**src/rtl/irqc_pkg.sv**
```systemverilog
package irqc_pkg;
  localparam int unsigned ADDR_W = 12;
  localparam int unsigned DATA_W = 32;
  localparam int unsigned REGION_LSB = 7;
  localparam int unsigned REGION_W = ADDR_W - REGION_LSB;

  // fixed single words
  localparam logic [ADDR_W-1:0] A_CTRL  = 12'h000;
  localparam logic [ADDR_W-1:0] A_PMASK = 12'h00C;
  localparam logic [ADDR_W-1:0] A_SYNC  = 12'h010;
  localparam logic [ADDR_W-1:0] A_HOLD  = 12'h014;

  // banked regions, 128 bytes each, selected by the upper address bits
  localparam logic [REGION_W-1:0] RG_SEC   = 5'h01;
  localparam logic [REGION_W-1:0] RG_ENSET = 5'h02;
  localparam logic [REGION_W-1:0] RG_ENCLR = 5'h03;
  localparam logic [REGION_W-1:0] RG_PEND  = 5'h1A;
  localparam logic [REGION_W-1:0] RG_WAKE  = 5'h1C;

  typedef struct packed {
    logic set;
    logic clr;
    logic wmask;
    logic sec;
  } bank_we_t;
endpackage

```
**src/rtl/irqc_rst_sync.sv**
```systemverilog
module irqc_rst_sync #(
  parameter int unsigned STAGES = 2
) (
  input  logic clk,
  input  logic rst_n,
  output logic rst_sync_n
);
  logic [STAGES-1:0] sh_q;

  always_ff @(posedge clk or negedge rst_n) begin
    if (!rst_n) sh_q <= '0;
    else        sh_q <= {sh_q[STAGES-2:0], 1'b1};
  end

  assign rst_sync_n = sh_q[STAGES-1];
endmodule

```
**src/rtl/irqc_bank.sv**
```systemverilog
module irqc_bank import irqc_pkg::*; #(
  parameter int unsigned W = 32
) (
  input  logic         clk,
  input  logic         rst_n,
  input  bank_we_t     we,
  input  logic [W-1:0] wdata,
  output logic [W-1:0] en_q,
  output logic [W-1:0] wmask_q,
  output logic [W-1:0] sec_q
);
  logic [W-1:0] en_d;

  always_comb begin
    en_d = en_q;
    if (we.set)      en_d = en_q | wdata;
    else if (we.clr) en_d = en_q & ~wdata;
  end

  always_ff @(posedge clk or negedge rst_n) begin
    if (!rst_n) begin
      en_q    <= '0;
      wmask_q <= '0;
      sec_q   <= '0;
    end else begin
      en_q <= en_d;
      if (we.wmask) wmask_q <= wdata;
      if (we.sec)   sec_q   <= wdata;
    end
  end

  p_set_r2: assert property (@(posedge clk) disable iff (!rst_n)
    we.set |=> (((en_q & $past(wdata)) == $past(wdata)) &&
                ((en_q & ~$past(wdata)) == ($past(en_q) & ~$past(wdata)))));

  p_clr_r3: assert property (@(posedge clk) disable iff (!rst_n)
    (we.clr && !we.set) |=> (((en_q & $past(wdata)) == '0) &&
                             ((en_q & ~$past(wdata)) == ($past(en_q) & ~$past(wdata)))));

  p_keep_r11: assert property (@(posedge clk) disable iff (!rst_n)
    (!we.set && !we.clr) |=> $stable(en_q));
endmodule

```
**src/rtl/irqc_holdoff.sv**
```systemverilog
module irqc_holdoff (
  input  logic clk,
  input  logic rst_n,
  input  logic hold_we,
  input  logic hold_wbit,
  input  logic any_pend,
  input  logic wake_hit,
  output logic hold_q,
  output logic wake
);
  logic hold_d;

  assign wake = hold_q && wake_hit;

  always_comb begin
    hold_d = hold_q;
    if (hold_we)   hold_d = hold_wbit && !any_pend;
    else if (wake) hold_d = 1'b0;
  end

  always_ff @(posedge clk or negedge rst_n) begin
    if (!rst_n) hold_q <= 1'b0;
    else        hold_q <= hold_d;
  end

  p_refuse_r8: assert property (@(posedge clk) disable iff (!rst_n)
    (hold_we && hold_wbit && any_pend) |=> !hold_q);

  p_accept_r8: assert property (@(posedge clk) disable iff (!rst_n)
    (hold_we && hold_wbit && !any_pend) |=> hold_q);

  p_zero_write_r9: assert property (@(posedge clk) disable iff (!rst_n)
    (hold_we && !hold_wbit) |=> !hold_q);

  p_wake_drop_r9: assert property (@(posedge clk) disable iff (!rst_n)
    (wake && !hold_we) |=> !hold_q);
endmodule

```
**src/rtl/irq_bank_ctl.sv**
```systemverilog
module irq_bank_ctl import irqc_pkg::*; #(
  parameter int unsigned NUM_BANKS   = 4,
  parameter int unsigned SYNC_STAGES = 2
) (
  input  logic                          clk,
  input  logic                          rst_n,
  input  logic [ADDR_W-1:0]             bus_addr,
  input  logic                          bus_we,
  input  logic [DATA_W-1:0]             bus_wdata,
  output logic [DATA_W-1:0]             bus_rdata,
  input  logic [NUM_BANKS*DATA_W-1:0]   src_lvl,
  output logic                          irq,
  output logic                          wake
);
  localparam int unsigned BIDX_W = (NUM_BANKS > 1) ? $clog2(NUM_BANKS) : 1;
  localparam int unsigned SLOT_W = REGION_LSB - 2;

  logic rst_ni;

  irqc_rst_sync #(.STAGES(SYNC_STAGES)) u_rst_sync (
    .clk        (clk),
    .rst_n      (rst_n),
    .rst_sync_n (rst_ni)
  );

  // address decode
  logic [REGION_W-1:0] region;
  logic [SLOT_W-1:0]   slot;
  logic [BIDX_W-1:0]   slot_idx;
  logic                slot_ok;

  assign region   = bus_addr[ADDR_W-1:REGION_LSB];
  assign slot     = bus_addr[REGION_LSB-1:2];
  assign slot_idx = slot[BIDX_W-1:0];
  assign slot_ok  = (32'(slot) < NUM_BANKS) && (bus_addr[1:0] == 2'b00);

  // per-bank state
  logic [DATA_W-1:0]    en_w   [NUM_BANKS];
  logic [DATA_W-1:0]    wm_w   [NUM_BANKS];
  logic [DATA_W-1:0]    sec_w  [NUM_BANKS];
  logic [DATA_W-1:0]    pend_w [NUM_BANKS];
  logic [NUM_BANKS-1:0] pend_any_v;
  logic [NUM_BANKS-1:0] wake_hit_v;

  for (genvar b = 0; b < NUM_BANKS; b++) begin : g_bank
    logic     hit;
    bank_we_t bwe;

    assign hit = bus_we && slot_ok && (32'(slot) == b);
    assign bwe = '{set:   hit && (region == RG_ENSET),
                   clr:   hit && (region == RG_ENCLR),
                   wmask: hit && (region == RG_WAKE),
                   sec:   hit && (region == RG_SEC)};

    irqc_bank #(.W(DATA_W)) u_bank (
      .clk     (clk),
      .rst_n   (rst_ni),
      .we      (bwe),
      .wdata   (bus_wdata),
      .en_q    (en_w[b]),
      .wmask_q (wm_w[b]),
      .sec_q   (sec_w[b])
    );

    assign pend_w[b]     = src_lvl[b*DATA_W +: DATA_W] & en_w[b];
    assign pend_any_v[b] = |pend_w[b];
    assign wake_hit_v[b] = |(src_lvl[b*DATA_W +: DATA_W] & wm_w[b]);
  end

  // single storage words
  logic [DATA_W-1:0] ctrl_q, ctrl_d;
  logic [DATA_W-1:0] pmask_q, pmask_d;
  logic [DATA_W-1:0] sync_q, sync_d;

  always_comb begin
    ctrl_d  = ctrl_q;
    pmask_d = pmask_q;
    sync_d  = sync_q;
    if (bus_we) begin
      if (bus_addr == A_CTRL)  ctrl_d  = bus_wdata;
      if (bus_addr == A_PMASK) pmask_d = bus_wdata;
      if (bus_addr == A_SYNC)  sync_d  = bus_wdata;
    end
  end

  always_ff @(posedge clk or negedge rst_ni) begin
    if (!rst_ni) begin
      ctrl_q  <= '0;
      pmask_q <= '0;
      sync_q  <= '0;
    end else begin
      ctrl_q  <= ctrl_d;
      pmask_q <= pmask_d;
      sync_q  <= sync_d;
    end
  end

  // low-power holdoff and wake
  logic hold_q;

  irqc_holdoff u_holdoff (
    .clk       (clk),
    .rst_n     (rst_ni),
    .hold_we   (bus_we && (bus_addr == A_HOLD)),
    .hold_wbit (bus_wdata[0]),
    .any_pend  (|pend_any_v),
    .wake_hit  (|wake_hit_v),
    .hold_q    (hold_q),
    .wake      (wake)
  );

  assign irq = ctrl_q[0] && (|pend_any_v);

  // read mux
  always_comb begin
    bus_rdata = '0;
    if (bus_addr == A_CTRL)       bus_rdata = ctrl_q;
    else if (bus_addr == A_PMASK) bus_rdata = pmask_q;
    else if (bus_addr == A_SYNC)  bus_rdata = sync_q;
    else if (bus_addr == A_HOLD)  bus_rdata = {{(DATA_W-1){1'b0}}, hold_q};
    else if (slot_ok) begin
      case (region)
        RG_SEC:             bus_rdata = sec_w[slot_idx];
        RG_ENSET, RG_ENCLR: bus_rdata = en_w[slot_idx];
        RG_PEND:            bus_rdata = pend_w[slot_idx];
        RG_WAKE:            bus_rdata = wm_w[slot_idx];
        default:            bus_rdata = '0;
      endcase
    end
  end

  p_irq_src_r6: assert property (@(posedge clk) disable iff (!rst_ni)
    irq |-> (|src_lvl));

  p_wake_src_r10: assert property (@(posedge clk) disable iff (!rst_ni)
    wake |-> (|src_lvl));

  p_ctrl_hold_r7: assert property (@(posedge clk) disable iff (!rst_ni)
    !(bus_we && (bus_addr == A_CTRL)) |=> $stable(ctrl_q));
endmodule

```
**config.mk**
```make
export PLATFORM = sky130hd
export DESIGN_NAME = irq_bank_ctl
export DESIGN_NICKNAME = d
export VERILOG_FILES = /design/src/rtl/irqc_pkg.sv /design/src/rtl/irqc_rst_sync.sv /design/src/rtl/irqc_bank.sv /design/src/rtl/irqc_holdoff.sv /design/src/rtl/irq_bank_ctl.sv
export SDC_FILE = /design/constraint.sdc
export NUM_CORES = 1
export LEC_CHECK = 0
export BUFFER_PORTS_ARGS = -buffer_cell sky130_fd_sc_hd__clkbuf_2
export CELL_PAD_IN_SITES_DETAIL_PLACEMENT = 0
export CELL_PAD_IN_SITES_GLOBAL_PLACEMENT = 1
export CORE_MARGIN = 1.5
export CORE_UTILIZATION = 45
export DETAILED_ROUTE_END_ITERATION = 6
export GPL_TIMING_DRIVEN = 0
export PLACE_DENSITY = 0.83
export SLEW_MARGIN = 20
export SYNTH_ARGS = -nofsm -noshare
export SYNTH_HDL_FRONTEND = slang
export SYNTH_SLANG_ARGS = --single-unit
export TNS_END_PERCENT = 20
```
**constraint.sdc**
```tcl
create_clock -name clk -period 39.2 [get_ports clk]
set_clock_uncertainty 0.05 [all_clocks]
set_input_delay 7.84 -clock clk [delete_from_list [all_inputs] [get_ports clk]]
set_output_delay 7.84 -clock clk [all_outputs]
set_load 0.02 [all_outputs]
```
==> results of run 1 <==
## layer usage
metal  up-vias  part of all wire  global-route usage
met5         -           0.00024                   0
met4         4             0.063               0.191
met3       310              0.12               0.113
met2      1317              0.44               0.515
met1     10300              0.38               0.449
li1       8185                 -                   -
## critical path, stage by stage
cell      delay (ps)
clkbuf_2         100
nor4_2           350
and2b_1          230
buf_4            300
nand3_1          590
nand2_1          690
buf_2            360
a221oi_1          80
nor2_1           200
clkbuf_2         200
## layout by cell type, fill, tap and decap left out, types with 64 or more instances in the layout
cell type  synthesis  final
mux2i_1          128    128
mux2_2           246    246
dfrtp_1          483    482
clkbuf_1          91     97
mux4_2           104    104
a221oi_1          64     64
nand3_1           90     90
nand2_1          263    263
mux2_1           106    106
inv_1            130    130
clkbuf_2           0    204
## worst max-delay path by stage
stage,from,endpoint,slack [ps],depth (start not counted)
after detailed placement,bus_addr[6],bus_rdata[18],20460,10
final,bus_addr[6],bus_rdata[18],20340,10
after global routing,bus_addr[6],bus_rdata[4],20320,10
after CTS,bus_addr[6],bus_rdata[18],20450,10
after global placement,u_rst_sync.sh_q[1],g_bank[0].u_bank.sec_q[18],19800,0
after floorplan,bus_addr[3],bus_rdata[12],21780,8
## synth_stat cells (all sizes together), types with 4 or more instances
cell    count  area, um2
a22o       33        289
a22oi      47        353
a221oi     64        561
o21ai      25        125
mux2i     128       1280
mux4      104       2340
nand2     264        993
and2        4       25.0
buf        74        442
nand3      91        460
nand4      34        219
dfrtp     483      12100
mux2      352       3960
inv       131        492
nand2b      8       50.1
o22ai      31        194
o211ai     47        353
nor4        7       50.1
nor2       44        188
clkbuf     91        342
## kinds of logic after synthesis
family,count (synthesis),synth area share
AO/OA/AOI/OAI,253,0.0767
buffers and inverters,296,0.0509
flip-flops,483,0.482
multiplexers,584,0.303
other,1,0.000150
AND/OR/NAND/NOR,471,0.0870
## area by class of cell
cell class	instances	area, um2	share of cell area
clock buffer	70	1490	0.0511
buffer	165	783	0.0269
clock inverter	26	395	0.0136
timing repair buffer	213	1250	0.0430
multi-input combinational	1309	11700	0.401
sequential	483	12100	0.415
tap	748	936	0.0321
antenna	1	2.50	0.0000859
inverter	131	492	0.0169
## stage by stage
stage	util	instances
after global placement	0.490	3040
after floorplan	-	2088
after detailed placement	0.495	3049
after global routing	0.529	3145
after CTS	0.529	3145
final	0.529	3146
## power by group through the flow
| stage | clock network [W] | logic [W] | registers, W |
|---|---|---|---|
| 4_1_cts | 0.000549 | 0.0000853 | 0.000504 |
| 3_5_place_dp | 0 | 0.0000850 | 0.000513 |
| 6_report | 0.000548 | 0.0000882 | 0.000504 |
| 2_1_floorplan | 0 | 0.0000316 | 0.000518 |
| 3_3_place_gp | 0 | 0.0000723 | 0.000521 |
| 5_1_grt | 0.000569 | 0.0000912 | 0.000504 |
==> flow_summary.json, run 1 <==
{
  "outcome": "finished clean",
  "cts_made_buffers": 52,
  "grt_pass1_vias": 20300,
  "track_usage": 0.347,
  "grt_max_degree": 61,
  "coreArea_mm2": 0.0551,
  "gp_congestion": 1.03,
  "ant_nets": 0,
  "cts.clk_slew.worst_paths_ps": 60,
  "setup_viol": 0,
  "pre_cts_ws_ps": 20460,
  "hp-class": "reg -> async",
  "start_kind": "input port",
  "whs_ps": 305,
  "drtIter0Drc": 2270,
  "switching_share": 0.253,
  "fin_crit_sh": 0.481,
  "cts_max_path_buffers": 3,
  "ff2ff_setup_slack_ps": 36180,
  "cts_tree": "done",
  "start_util": 0.455,
  "p_seq_frac": 0.442,
  "cp_max_fo": 10,
  "first_pass_iters": 5,
  "synthDistinctLibCells": 52,
  "finalHoldViolations": 0,
  "cts_hold_buf": 0,
  "drc": 0,
  "ys_seq_area_frac": 0.482,
  "die_w_um": 239,
  "overflow": 0,
  "drive_above_1_share": 0.311,
  "cts-root-buf": "clkbuf_16",
  "stdcell_area_mm2": 0.0291,
  "finalNetCount": 2530,
  "row_count": 86,
  "syn_area_mm2": 0.0251,
  "clockPowerShare": 0.481,
  "num_io_pins": 209,
  "grt_pass1_wl_mm": 141,
  "tns_ps": 0,
  "die_area_mm2": 0.0571,
  "p_int_w": 0.000851,
  "arrival_ps": 10970,
  "reg2reg_depth": 6,
  "comb_power_share": 0.077,
  "end_kind": "output port",
  "slew_violations": 0,
  "setup_ws_ps": 20340,
  "synth-edff-count": 0,
  "power.density_mw_per_mm2": 39.1,
  "fmax_mhz": 53.0,
  "cts_setup_buffers": 0,
  "ctsResizeCount": 0,
  "cts_sinks": 483,
  "h-tree-depth": 2,
  "maxCapViolCount": 0,
  "synth-seq-cells": 483,
  "syn2layout_area_growth_pct": 16.3,
  "finalWirelength_mm": 98.0,
  "yosysWarnings": 0,
  "viasPerCell": 6.40,
  "min_period_ps": 18860,
  "rsz0062_at_grt": "no",
  "wl_per_cell_um": 31.2,
  "p_sw_w": 0.000289,
  "max_slew_margin": 0.226,
  "cp.required_ps": 31310,
  "peakVddDrop_v": 0.0000295,
  "syn_area_per_cell_um2": 12.0,
  "die_y_um": 239,
  "io_buffers": 204,
  "clock_latency_ps": 640,
  "via_count": 20100,
  "leakage_nw": 15.1,
  "timing.rr.end": "u_holdoff.hold_q",
  "ys.flop_type": "dfrtp_1",
  "worst_pin_slew_ps": 1160,
  "syn-instance-count": 2088,
  "place_area_mm2": 0.0272,
  "hpwl_mm": 74.5,
  "antenna_found_initial": 2,
  "synth_fp_nets": 2263,
  "fillers": 4880,
  "p_total_w": 0.00114,
  "async_flop_share": 1.00,
  "worstSetupPathType": "in -> out"
}
Power figures use the tool's default switching activity.
==> run 2: changes to the inputs <==
--- a/config.mk
+++ b/config.mk
@@ -9,10 +9,10 @@
 export CELL_PAD_IN_SITES_DETAIL_PLACEMENT = 0
 export CELL_PAD_IN_SITES_GLOBAL_PLACEMENT = 1
 export CORE_MARGIN = 1.5
-export CORE_UTILIZATION = 45
+export CORE_UTILIZATION = 44
 export DETAILED_ROUTE_END_ITERATION = 6
 export GPL_TIMING_DRIVEN = 0
-export PLACE_DENSITY = 0.83
+export PLACE_DENSITY = 0.84
 export SLEW_MARGIN = 20
 export SYNTH_ARGS = -nofsm -noshare
 export SYNTH_HDL_FRONTEND = slang
==> constraint.sdc (replaced) <==
create_clock -name clk -period 16.75 [get_ports clk]
set_clock_uncertainty 0.05 [all_clocks]
set_input_delay 3.35 -clock clk [delete_from_list [all_inputs] [get_ports clk]]
set_output_delay 3.35 -clock clk [all_outputs]
set_load 0.02 [all_outputs]
==> flow_summary.json, run 2 (synthesized netlist as in run 1, its figures left out) <==
{
  "hp-class": "reg -> reg",
  "power.density_mw_per_mm2": 88.7,
  "slew_violations": 0,
  "fillers": 5013,
  "utilization": 0.514,
  "cts_setup_buffers": 0,
  "maxCapViolCount": 0,
  "p_total_w": 0.00257,
  "layout_common_cells": "dfrtp_1, nand2_1, mux2_2",
  "dp_cells": 3058,
  "hpwl_mm": 75.9,
  "finalWirelength_mm": 99.1,
  "cts_max_path_buffers": 3,
  "fin_crit_sh": 0.594,
  "drive_above_1_share": 0.307,
  "via_count": 20400,
  "rsz0062_at_grt": "no",
  "cts_hold_buf": 0,
  "leakage_nw": 15.0,
  "fmax_mhz": 101,
  "row_count": 87,
  "stdcell_count": 3156,
  "gp_congestion": 1.03,
  "syn2layout_area_growth_pct": 15.8,
  "peakVddDrop_v": 0.0000674,
  "grt_pass1_wl_mm": 142,
  "overflow": 0,
  "io_buffers": 204,
  "die_y_um": 242,
  "outcome": "finished clean",
  "start_util": 0.444,
  "cts.clk_slew.worst_paths_ps": 60,
  "grt_pass1_vias": 20400,
  "viasPerCell": 6.47,
  "max_slew_margin": 0.156,
  "worst_pin_slew_ps": 1260,
  "first_pass_iters": 6,
  "cts_made_buffers": 53,
  "h-tree-depth": 2,
  "setup_viol": 0,
  "cp_max_fo": 10,
  "worstSetupPathType": "in -> out",
  "min_period_ps": 9950,
  "coreArea_mm2": 0.0564,
  "arrival_ps": 6550,
  "start_kind": "input port",
  "die_area_mm2": 0.0584,
  "grt_max_degree": 59,
  "ant_nets": 0,
  "end_kind": "output port",
  "clock_latency_ps": 620,
  "finalHoldViolations": 0,
  "cts_tree": "done",
  "final_common_cell": "dfrtp_1",
  "drtIter0Drc": 2528,
  "die_w_um": 242,
  "cp.required_ps": 13350,
  "antenna_found_initial": 2,
  "finalNetCount": 2532,
  "track_usage": 0.337,
  "place_area_mm2": 0.0273,
  "cts_sinks": 483,
  "drc": 0,
  "num_io_pins": 209,
  "wl_per_cell_um": 31.4,
  "cts-root-buf": "clkbuf_16",
  "ctsResizeCount": 0,
  "stdcell_area_mm2": 0.0290
}
[run 2: final cells by class]
cell class	count	area, um2	share of cell area
Sequential cell	483	12100	0.417
Multi-Input combinational cell	1309	11700	0.403
Clock buffer	84	1580	0.0546
Timing Repair Buffer	214	1260	0.0434
Tap cell	756	946	0.0326
Buffer	165	783	0.0270
Inverter	131	492	0.0170
Clock inverter	13	154	0.00531
Antenna cell	1	2.50	0.0000863
[run 2: metrics by stage]
stage / setup TNS (ps) / setup WS, ps / hold WS (ps)
after floorplan: 0 / 2240 / 281
after global placement: -1240520 / -2630 / 287
after detailed placement: 0 / 6990 / 286
after CTS: 0 / 6980 / 299
after global routing: 0 / 6840 / 322
final: 0 / 6800 / 297
[run 2: per-layer routing]
metal,GRT usage,part of all wire,vias up
met4,0.191,0.068,2
li1,-,-,8187
met5,0,0.00014,-
met3,0.0828,0.11,329
met1,0.448,0.38,10500
met2,0.504,0.44,1451
[run 2: worst max-delay path, cell delays in order]
cell	delay (ps)
clkbuf_2	90
nor4_2	300
and2b_1	240
buf_4	300
nand3_1	620
nand2_1	760
buf_2	370
a221oi_1	90
nor2_1	210
clkbuf_2	200
[run 2: path summary, 6_finish.rpt]
check                      slack [ps]  cells after the start                from                 end
min in group asynchronous         370                      0  u_rst_sync.sh_q[1]          pmask_q[0]
max in group asynchronous       14070                      1               rst_n  u_rst_sync.sh_q[1]
min                               300                      0  u_rst_sync.sh_q[0]  u_rst_sync.sh_q[1]
min reg2reg                       300                      0  u_rst_sync.sh_q[0]  u_rst_sync.sh_q[1]
max reg2reg                     13750                      6            register    u_holdoff.hold_q
max                              6800                     10         bus_addr[6]       bus_rdata[15]
[run 2: power breakdown]
part / total [W] / internal, W / switching [W]
Combinational: 0.000207 / 0.0000573 / 0.000150
Sequential: 0.00118 / 0.00117 / 0.00000694
Clock: 0.00119 / 0.000691 / 0.000495
==> run 3: changes to the inputs <==
--- a/config.mk
+++ b/config.mk
@@ -9,10 +9,10 @@
 export CELL_PAD_IN_SITES_DETAIL_PLACEMENT = 0
 export CELL_PAD_IN_SITES_GLOBAL_PLACEMENT = 1
 export CORE_MARGIN = 1.5
-export CORE_UTILIZATION = 44
+export CORE_UTILIZATION = 45
 export DETAILED_ROUTE_END_ITERATION = 6
 export GPL_TIMING_DRIVEN = 0
-export PLACE_DENSITY = 0.84
+export PLACE_DENSITY = 0.83
 export SLEW_MARGIN = 20
 export SYNTH_ARGS = -nofsm -noshare
 export SYNTH_HDL_FRONTEND = slang
==> constraint.sdc (replaced) <==
create_clock -name clk -period 9.8 [get_ports clk]
set_clock_uncertainty 0.05 [all_clocks]
set_input_delay 1.96 -clock clk [delete_from_list [all_inputs] [get_ports clk]]
set_output_delay 1.96 -clock clk [all_outputs]
set_load 0.02 [all_outputs]
==> flow_summary.json, run 3 (synthesized netlist as in run 1, its figures left out) <==
{
  "endpoint": "bus_rdata[1]",
  "die_y_um": 239,
  "peakVddDrop_v": 0.000113,
  "max_slew_margin": 0.221,
  "cts_made_buffers": 53,
  "whs_ps": 257,
  "grt_max_degree": 62,
  "rsz0062_at_grt": "no",
  "viasPerCell": 6.46,
  "cts-root-buf": "clkbuf_16",
  "hp-class": "reg -> async",
  "path_buf_inv": 3,
  "die_w_um": 239,
  "finalNetCount": 2531,
  "cts_max_path_buffers": 3,
  "first_pass_iters": 6,
  "utilization": 0.528,
  "power.density_mw_per_mm2": 153,
  "worst_path_largest_cell_delay_ps": 980,
  "h-tree-depth": 2,
  "num_io_pins": 209,
  "slowest_stage": "nor4b_2",
  "syn2layout_area_growth_pct": 16.1,
  "multi_input_area_mm2": 0.0117,
  "reg2reg_depth": 6,
  "fin_crit_sh": 0.728,
  "cts_setup_buffers": 0,
  "fillers": 4874,
  "worstSetupPathType": "in -> out",
  "crit_chain": "clkbuf_2 > nand2_1 > nor4b_2 > clkbuf_1 > o211ai_1 > nand3_1 > a221oi_1 > nor2_1 > clkbuf_2",
  "drtIter0Drc": 2488,
  "io_buffers": 204,
  "slew_violations": 0,
  "min_period_ps": 7130,
  "gp_congestion": 1.03,
  "end_kind": "output port",
  "via_count": 20300,
  "cts_hold_buf": 0,
  "start_util": 0.455,
  "track_usage": 0.348,
  "arrival_ps": 5120,
  "maxCapViolCount": 0,
  "coreArea_mm2": 0.0551,
  "grt_pass1_wl_mm": 142,
  "setup_ws_ps": 2670,
  "seqCellArea_mm2": 0.0121,
  "setup_viol": 0,
  "drc": 0,
  "crit_path_start": "bus_addr[11]",
  "grt_pass1_vias": 20500,
  "cts.clk_slew.worst_paths_ps": 60,
  "row_count": 86,
  "outcome": "finished clean",
  "final_common_cell": "dfrtp_1",
  "cp.depth": 9,
  "hpwl_mm": 75.2,
  "cts_sinks": 483,
  "ctsResizeCount": 0,
  "ant_nets": 0,
  "path_common_cell": "clkbuf_2",
  "finalHoldViolations": 0,
  "layout_common_cells": "dfrtp_1, nand2_1, mux2_2",
  "drive_above_1_share": 0.310,
  "clock_latency_ps": 620,
  "p_total_w": 0.00446,
  "finalWirelength_mm": 98.5,
  "cts_tree": "done",
  "overflow": 0,
  "cp.required_ps": 7790,
  "leakage_nw": 15.1,
  "start_kind": "input port",
  "pre_cts_ws_ps": 2830,
  "timing.rr.end": "u_holdoff.hold_q",
  "wl_per_cell_um": 31.3,
  "worst_pin_slew_ps": 1170,
  "critPathTopFamily": "simple AND/OR/NAND/NOR gates",
  "ff2ff_setup_slack_ps": 6770,
  "die_area_mm2": 0.0571,
  "antenna_found_initial": 2,
  "fmax_mhz": 140,
  "cp_max_fo": 10,
  "tns_ps": 0
}
[run 3: cell count changes in the layout (fill, tap and decap cells not counted), sizes merged]
cell and change:
buf -1, bufinv +2, clkbuf -8, clkinv +2, clkinvlp +2, diode +2
[run 3: power breakdown]
group | switching [W] | internal, W
Clock | 0.000853 | 0.00124
Sequential | 0.0000103 | 0.00200
Combinational | 0.000256 | 0.0000979
Total | 0.00112 | 0.00334
[run 3: cell type report]
type,instances,share of cell area
diodes,3,0.000258
well taps,748,0.0322
clock inverters,19,0.00861
flip-flops and latches,483,0.416
clock buffers,76,0.0538
plain buffers,165,0.0269
multi-input cells,1309,0.402
repair buffers,213,0.0431
inverters,131,0.0169
[run 3: worst register-to-register path: stages (launching register included)]
cell,delay (ps)
dfrtp_1,410
nand2_1,150
nand4_1,210
or4_1,580
nor4_1,890
and4b_1,470
a31o_1,180
[run 3: through the flow]
step	cells	cell area, um2
3_3_place_gp	3040	27000
4_1_cts	3144	29100
2_1_floorplan	2088	25100
3_5_place_dp	3049	27200
5_1_grt	3144	29100
6_report	3147	29100
[run 3: worst min path at each step]
stage	slack (ps)	from	cells after the start	end
2_1_floorplan	280	u_rst_sync.sh_q[0]	0	u_rst_sync.sh_q[1]
3_3_place_gp	290	u_rst_sync.sh_q[0]	0	u_rst_sync.sh_q[1]
3_5_place_dp	270	u_rst_sync.sh_q[1]	0	pmask_q[0]
4_1_cts	260	u_rst_sync.sh_q[1]	0	ctrl_q[28]
5_1_grt	300	u_rst_sync.sh_q[1]	0	sync_q[23]
6_report	260	u_rst_sync.sh_q[1]	0	ctrl_q[28]
[run 3: layer usage]
metal	wire, um	GRT usage
met5	0	0
met4	6730	0.209
met3	11400	0.0946
met2	42900	0.513
met1	37500	0.461
